===== src/rtl/exc_frame_seq.sv =====
module exc_frame_seq #(
  parameter int AW = 32,
  parameter int VW = 8,
  parameter int F7_LONGS = 13
) (
  input  logic          clk,
  input  logic          rst_n,
  input  logic          exc_req,
  input  logic          rte_req,
  input  logic [1:0]    exc_kind,
  input  logic          exc_hw,
  input  logic [2:0]    exc_ipl,
  input  logic          exc_trap,
  input  logic [VW-1:0] exc_vec,
  input  logic [15:0]   sr_in,
  input  logic [AW-1:0] sp_in,
  input  logic [AW-1:0] pc_in,
  input  logic [AW-1:0] fault_addr,
  input  logic [AW-1:0] vbr,
  input  logic          fault_in,
  output logic          mem_req,
  output logic          mem_we,
  output logic          mem_size,
  output logic [AW-1:0] mem_addr,
  output logic [AW-1:0] mem_wdata,
  input  logic [AW-1:0] mem_rdata,
  input  logic          mem_rdy,
  output logic          busy,
  output logic          done,
  output logic          fmt_err,
  output logic          halt,
  output logic [15:0]   sr_out,
  output logic [AW-1:0] sp_out,
  output logic [AW-1:0] pc_out
);
  localparam int CW = $clog2(F7_LONGS + 1);
  localparam int F7_SKIP = F7_LONGS * 4;
  localparam int B_T = 15;
  localparam int B_S = 13;
  localparam int B_M = 12;

  typedef enum logic [3:0] {
    S_IDLE, S_XTRA, S_FMTW, S_RET, S_SRW, S_VEC, S_PSR, S_PPC, S_PFW, S_HALT
  } st_t;

  st_t st;
  logic [CW-1:0] cnt;
  logic [3:0]    fmt_r;
  logic [VW-1:0] vec_r;
  logic [AW-1:0] sp_r, ret_r, pc_r, fa_r, vbr_r, pc_pop;
  logic [15:0]   sr_old, sr_new, sr_pop;
  logic          nest_r;

  logic          is_push, xfer;
  logic [AW-1:0] step;
  logic [15:0]   fw;
  logic [15:0]   sr_ent;
  logic [3:0]    pfmt;
  logic          pknown;
  logic [AW-1:0] pskip;

  assign is_push  = (st == S_XTRA) || (st == S_FMTW) || (st == S_RET) || (st == S_SRW);
  assign mem_req  = is_push || (st == S_VEC) || (st == S_PSR) || (st == S_PPC) || (st == S_PFW);
  assign mem_we   = is_push;
  assign mem_size = (st == S_XTRA) || (st == S_RET) || (st == S_VEC) || (st == S_PPC);
  assign step     = mem_size ? AW'(4) : AW'(2);
  assign xfer     = mem_req && mem_rdy;
  assign busy     = (st != S_IDLE) && (st != S_HALT);
  assign halt     = (st == S_HALT);
  assign fw       = {fmt_r, 12'h000} | (16'(vec_r) << 2);
  assign pfmt     = mem_rdata[15:12];

  assign mem_addr = is_push ? sp_r - step
                  : (st == S_VEC) ? vbr_r + (AW'(vec_r) << 2)
                  : sp_r;

  always_comb begin
    case (st)
      S_XTRA:  mem_wdata = (cnt == CW'(1)) ? fa_r : ((fmt_r == 4'd4) ? pc_r : '0);
      S_FMTW:  mem_wdata = AW'(fw);
      S_RET:   mem_wdata = ret_r;
      S_SRW:   mem_wdata = AW'(sr_old);
      default: mem_wdata = '0;
    endcase
  end

  always_comb begin
    sr_ent = (sr_in | 16'(1 << B_S)) & ~16'(1 << B_T);
    if (exc_hw) sr_ent[10:8] = exc_ipl;
  end

  always_comb begin
    pknown = 1'b1;
    pskip  = '0;
    case (pfmt)
      4'd0:       pskip = '0;
      4'd2, 4'd3: pskip = AW'(4);
      4'd4:       pskip = AW'(8);
      4'd7:       pskip = AW'(F7_SKIP);
      default:    pknown = 1'b0;
    endcase
  end

  always_ff @(posedge clk or negedge rst_n) begin
    if (!rst_n) begin
      st      <= S_IDLE;
      cnt     <= '0;
      fmt_r   <= '0;
      vec_r   <= '0;
      sp_r    <= '0;
      ret_r   <= '0;
      pc_r    <= '0;
      fa_r    <= '0;
      vbr_r   <= '0;
      pc_pop  <= '0;
      sr_old  <= '0;
      sr_new  <= '0;
      sr_pop  <= '0;
      nest_r  <= 1'b0;
      done    <= 1'b0;
      fmt_err <= 1'b0;
      sr_out  <= '0;
      sp_out  <= '0;
      pc_out  <= '0;
    end else begin
      done    <= 1'b0;
      fmt_err <= 1'b0;
      case (st)
        S_IDLE: begin
          if (exc_req) begin
            sr_old <= sr_in;
            sr_new <= sr_ent;
            sp_r   <= sp_in & ~AW'(1);
            pc_r   <= pc_in;
            fa_r   <= fault_addr;
            vbr_r  <= vbr;
            vec_r  <= exc_vec;
            ret_r  <= (exc_trap && !exc_hw) ? pc_in + AW'(2) : pc_in;
            nest_r <= exc_hw && sr_in[B_M];
            if (exc_hw || exc_kind == 2'd0) begin
              fmt_r <= 4'd0;
              cnt   <= '0;
              st    <= S_FMTW;
            end else begin
              st <= S_XTRA;
              case (exc_kind)
                2'd1:    begin fmt_r <= 4'd2; cnt <= CW'(1); end
                2'd2:    begin fmt_r <= 4'd4; cnt <= CW'(2); end
                default: begin fmt_r <= 4'd7; cnt <= CW'(F7_LONGS); end
              endcase
            end
          end else if (rte_req) begin
            sp_r <= sp_in;
            st   <= S_PSR;
          end
        end
        S_XTRA: if (xfer) begin
          sp_r <= sp_r - AW'(4);
          cnt  <= cnt - CW'(1);
          if (cnt == CW'(1)) st <= S_FMTW;
        end
        S_FMTW: if (xfer) begin
          sp_r <= sp_r - AW'(2);
          st   <= S_RET;
        end
        S_RET: if (xfer) begin
          sp_r <= sp_r - AW'(4);
          st   <= S_SRW;
        end
        S_SRW: if (xfer) begin
          if (nest_r) begin
            nest_r      <= 1'b0;
            sr_old      <= sr_new;
            sr_new[B_M] <= 1'b0;
            fmt_r       <= 4'd1;
            sp_r        <= (sp_r - AW'(2)) & ~AW'(1);
            st          <= S_FMTW;
          end else begin
            sp_r <= sp_r - AW'(2);
            st   <= S_VEC;
          end
        end
        S_VEC: if (xfer) begin
          pc_out <= mem_rdata;
          sr_out <= sr_new;
          sp_out <= sp_r;
          done   <= 1'b1;
          st     <= S_IDLE;
        end
        S_PSR: if (xfer) begin
          sr_pop <= mem_rdata[15:0];
          sp_r   <= sp_r + AW'(2);
          st     <= S_PPC;
        end
        S_PPC: if (xfer) begin
          pc_pop <= mem_rdata;
          sp_r   <= sp_r + AW'(4);
          st     <= S_PFW;
        end
        S_PFW: if (xfer) begin
          if (pfmt == 4'd1) begin
            sp_r <= sp_r + AW'(2);
            st   <= S_PSR;
          end else if (pknown) begin
            sr_out <= sr_pop;
            pc_out <= pc_pop;
            sp_out <= sp_r + AW'(2) + pskip;
            done   <= 1'b1;
            st     <= S_IDLE;
          end else begin
            fmt_err <= 1'b1;
            done    <= 1'b1;
            st      <= S_IDLE;
          end
        end
        default: ;
      endcase
      if (fault_in && is_push && fmt_r == 4'd7) st <= S_HALT;
    end
  end
endmodule


===== config.mk =====
export PLATFORM = sky130hd
export DESIGN_NAME = exc_frame_seq
export DESIGN_NICKNAME = d
export VERILOG_FILES = /design/src/rtl/exc_frame_seq.sv
export SDC_FILE = /design/constraint.sdc
export NUM_CORES = 1
export LEC_CHECK = 0
export ABC_CLOCK_PERIOD_IN_PS = 6530
export BUFFER_PORTS_ARGS = -buffer_cell sky130_fd_sc_hd__clkbuf_2
export CAP_MARGIN = 30
export CORE_UTILIZATION = 50
export CTS_BUF_LIST = sky130_fd_sc_hd__clkbuf_2 sky130_fd_sc_hd__clkbuf_4 sky130_fd_sc_hd__clkbuf_8
export DETAILED_ROUTE_END_ITERATION = 8
export PLACE_DENSITY_LB_ADDON = 0.1
export SLEW_MARGIN = 20
export SYNTH_ARGS = -nofsm -noshare
export SYNTH_HDL_FRONTEND = slang
export SYNTH_SLANG_ARGS = --single-unit

===== constraint.sdc =====
create_clock -name clk -period 6.53 [get_ports clk]
set_clock_uncertainty 0.1 [all_clocks]
set_input_delay 0.9795 -clock clk [delete_from_list [all_inputs] [get_ports clk]]
set_output_delay 0.9795 -clock clk [all_outputs]
set_load 0.005 [all_outputs]

==> results.sh <==
export IMPL_status="completed"
export IMPL_hold_ws_ns=0.2244
export IMPL_syn_area_mm2=0.02116
export IMPL_crit_family="simple AND/OR/NAND/NOR gates"
export IMPL_layout_drive_gt1_share_pct=20.35
export IMPL_maxClockFrequency_ghz=0.1762
export IMPL_cp_start_kind="register"
export IMPL_clk_pin_slew_ns=0.06
export IMPL_h_tree_depth=2
export IMPL_layout_min_cycle_time_ns=5.674
export IMPL_row_count=75
export IMPL_dr_pass1_iters=5
export IMPL_fp_dieW_um=207.7
export IMPL_insertion_delay_ns=0.68
export IMPL_yosysUniqueCellTypes=92
export IMPL_slew_violations=0
export IMPL_synth_cells=2552
export IMPL_tightest_slew_ns=1.048
export IMPL_post_cts_buffers=0
export IMPL_layout_nets=3080
export IMPL_fin_area_mm2=0.02463
export IMPL_finalSetupViolCount=0
export IMPL_drc_errors=0
export IMPL_worstPathCellList="buf_4, nand2b_1, ha_1, inv_1, o21ai_0, nor3_1, nand2_1, or3_1, nor3_1, nand2_1, o21ai_0, a21oi_1, a221oi_1, clkbuf_2"
export IMPL_async_reset_ff_share_pct=100.0
export IMPL_grt_pass1_vias=19590
export IMPL_post_drt_wl_per_cell_um=21.35
export IMPL_fillers=3870
export IMPL_hold_viol=0
export IMPL_ys_seq_area_share_pct=40.21
export IMPL_clk_path_buf_depth=3
export IMPL_worst_path_largest_cell_delay_ns=0.72
export IMPL_final_seq_area_mm2=0.008508
export IMPL_start_util_pct=50.56
export IMPL_wl_mm=72.97
export IMPL_postCtsHoldBufs=0
export IMPL_placed_area_mm2=0.02322
export IMPL_area_growth_synth_to_final_pct=16.37
export IMPL_cp_max_fo=22
export IMPL_ios=348
export IMPL_synth_edf_count=0
export IMPL_relSlewSlack_pct=30.14
export IMPL_gr_usage_all_layers_pct=33.37
export IMPL_arrival_ns=4.59
export IMPL_slowest_stage="nor3_1"
export IMPL_holdCritPathClass="primary input to asynchronous set/reset pin"
export IMPL_numPortBuffers=347
export IMPL_path_buf_inv=3
export IMPL_cts_buffers=58
export IMPL_cts_tree="built"
export IMPL_drtIter0Drc=1882
export IMPL_post_dp_hpwl_mm=52.54
export IMPL_grt_pass1_wl_mm=112.5
export IMPL_gr_total_overflow=0
export IMPL_setup_tns_ns=0
export IMPL_yosysWarnings=0
export IMPL_synth_area_leaders="dfrtp_1, nand2_1, o21ai_0"
export IMPL_peakVddDrop_v=0.0002317
export IMPL_cp_required_ns=5.45
export IMPL_antenna_found_initial=14
export IMPL_leakagePower_nw=11.36
export IMPL_multi_input_area_mm2=0.01180
export IMPL_cts_sinks=340
export IMPL_maxCapViolCount=0
export IMPL_place_congestion=0.9532
export IMPL_vias=20114
export IMPL_antenna_left=0
export IMPL_die_h_um=207.7
export IMPL_postSynthAreaPerCell_um2=8.292
export IMPL_grt_setup_unrepaired="no"
export IMPL_critPathKind="register to output port"
export IMPL_core_area_mm2=0.04185
export IMPL_powerDensity_mw_per_mm2=541.1
export IMPL_vias_per_cell=5.886
export IMPL_synth_top_area_cell="dfrtp_1"
export IMPL_post_cts_resized=0
export IMPL_synth_top_area_share_pct=40.21
export IMPL_dieArea_mm2=0.04315
export IMPL_fin_crit_sh_pct=86.89
export IMPL_ys_flop_type="dfrtp_1"
export IMPL_ys_seq_elements=340
export IMPL_synth_fp_nets=2808
export IMPL_root_buffer="clkbuf_8"
export IMPL_grt_max_degree=170
export IMPL_cp_end_kind="output port"
## layer usage
metal	global-route usage, %	vias up	wire (um)
met4	13.64	16	3037
li1	-	9510	-
met3	7.564	162	5689
met1	42.70	9628	29870
met2	54.64	798	34260
met5	0	-	115
## path summary, 6_finish.rpt
kind | start | end | slack [ns] | depth (start not counted)
max in group asynchronous | rst_n | ret_r[29] | 4.69 | 2
worst max-delay path | st[0] | mem_addr[18] | 0.86 | 14
worst min register to register | pc_out[3] | pc_out[3] | 0.38 | 2
worst min-delay path | rst_n | sp_r[28] | 0.22 | 1
min in group clk | pc_out[3] | pc_out[3] | 0.38 | 2
worst max register to register | sp_r[2] | sp_out[26] | 2.01 | 15
## cells in the final DEF (no fill, tap or decap), types with 17 or more instances in the layout
cell,n
a21o_1,20
a21oi_1,154
a221oi_1,30
a222oi_1,22
a22oi_1,31
and3_1,19
buf_4,29
clkbuf_2,346
clkbuf_4,18
clkbuf_8,76
dfrtp_1,340
ha_1,55
inv_1,65
mux2_2,50
mux2i_1,72
nand2_1,594
nand3_1,77
nand4_1,25
nor2_1,160
nor3_1,37
nor4_1,17
o21ai_0,211
o22ai_1,17
xnor2_1,78
xor2_1,53
## synthesized netlist by cell type (31+ instances only)
cell	count
nor3_1	40
xor2_1	53
nand2_1	594
a21oi_1	157
dfrtp_1	340
a22oi_1	31
nand3_1	77
xnor2_1	78
nor2_1	163
mux2i_1	72
mux2_2	50
inv_1	65
o21ai_0	211
ha_1	55
clkbuf_1	141
## worst register-to-register path: cells and delay by family (launching register included)
kind | cells | cell delay (ns)
simple gates | 6 | 1.77
fa+ha+maj | 3 | 0.96
flops | 1 | 0.75
compound gates | 3 | 0.36
buf+inv | 2 | 0.30
xor+xnor | 1 | 0.16
## per-stage QoR
step	utilization, %	setup slack (ns)	std cells	total power, mW
6_report	58.84	0.8561	3417	13.32
5_1_grt	58.81	0.3448	3412	14.29
4_1_cts	58.59	0.8178	3405	13.23
3_5_place_dp	55.49	1.598	3299	11.04
3_3_place_gp	55.47	1.645	3298	10.88
2_1_floorplan	-	1.985	2552	8.558
## power breakdown
part	total [mW]	internal [mW]	switching [mW]
Clock	2.14	1.19	0.948
Sequential	4.06	3.08	0.986
Combinational	7.12	2.71	4.41
Total	13.3	6.98	6.34
## state kept, by name, summed over array words and instances, names as in the netlist
signal	cells
fmt_err	1
pc_out	32
ret_r	32
sp_out	32
fa_r	32
cnt	4
sr_out	16
sp_r	32
sr_pop	16
sr_new	15
vbr_r	32
fmt_r	3
done	1
sr_old	16
vec_r	8
pc_pop	32
nest_r	1
st	4
pc_r	31
## cell type report
type                            count  share of cell area [%]
Clock inverter                     12                  0.4624
Clock buffer                       94                   4.796
Multi-Input combinational cell   1975                   47.93
Tap cell                          539                   2.739
Antenna cell                        8                 0.08129
Sequential cell                   340                   34.55
Inverter                           68                   1.036
Timing Repair Buffer              381                   8.409
## kinds of logic after synthesis
family                     after synthesis  synth area share (%)
adders and majority gates               60                 3.678
AOI/OAI and AO/OA                      613                 17.94
muxes                                  122                 6.066
xor gates and xnor gates               131                 5.422
buffers and inverters                  237                 4.381
DFF                                    340                 40.21
and+or+nand+nor                       1049                 22.30
No activity file was read; power rests on OpenSTA's default activity.
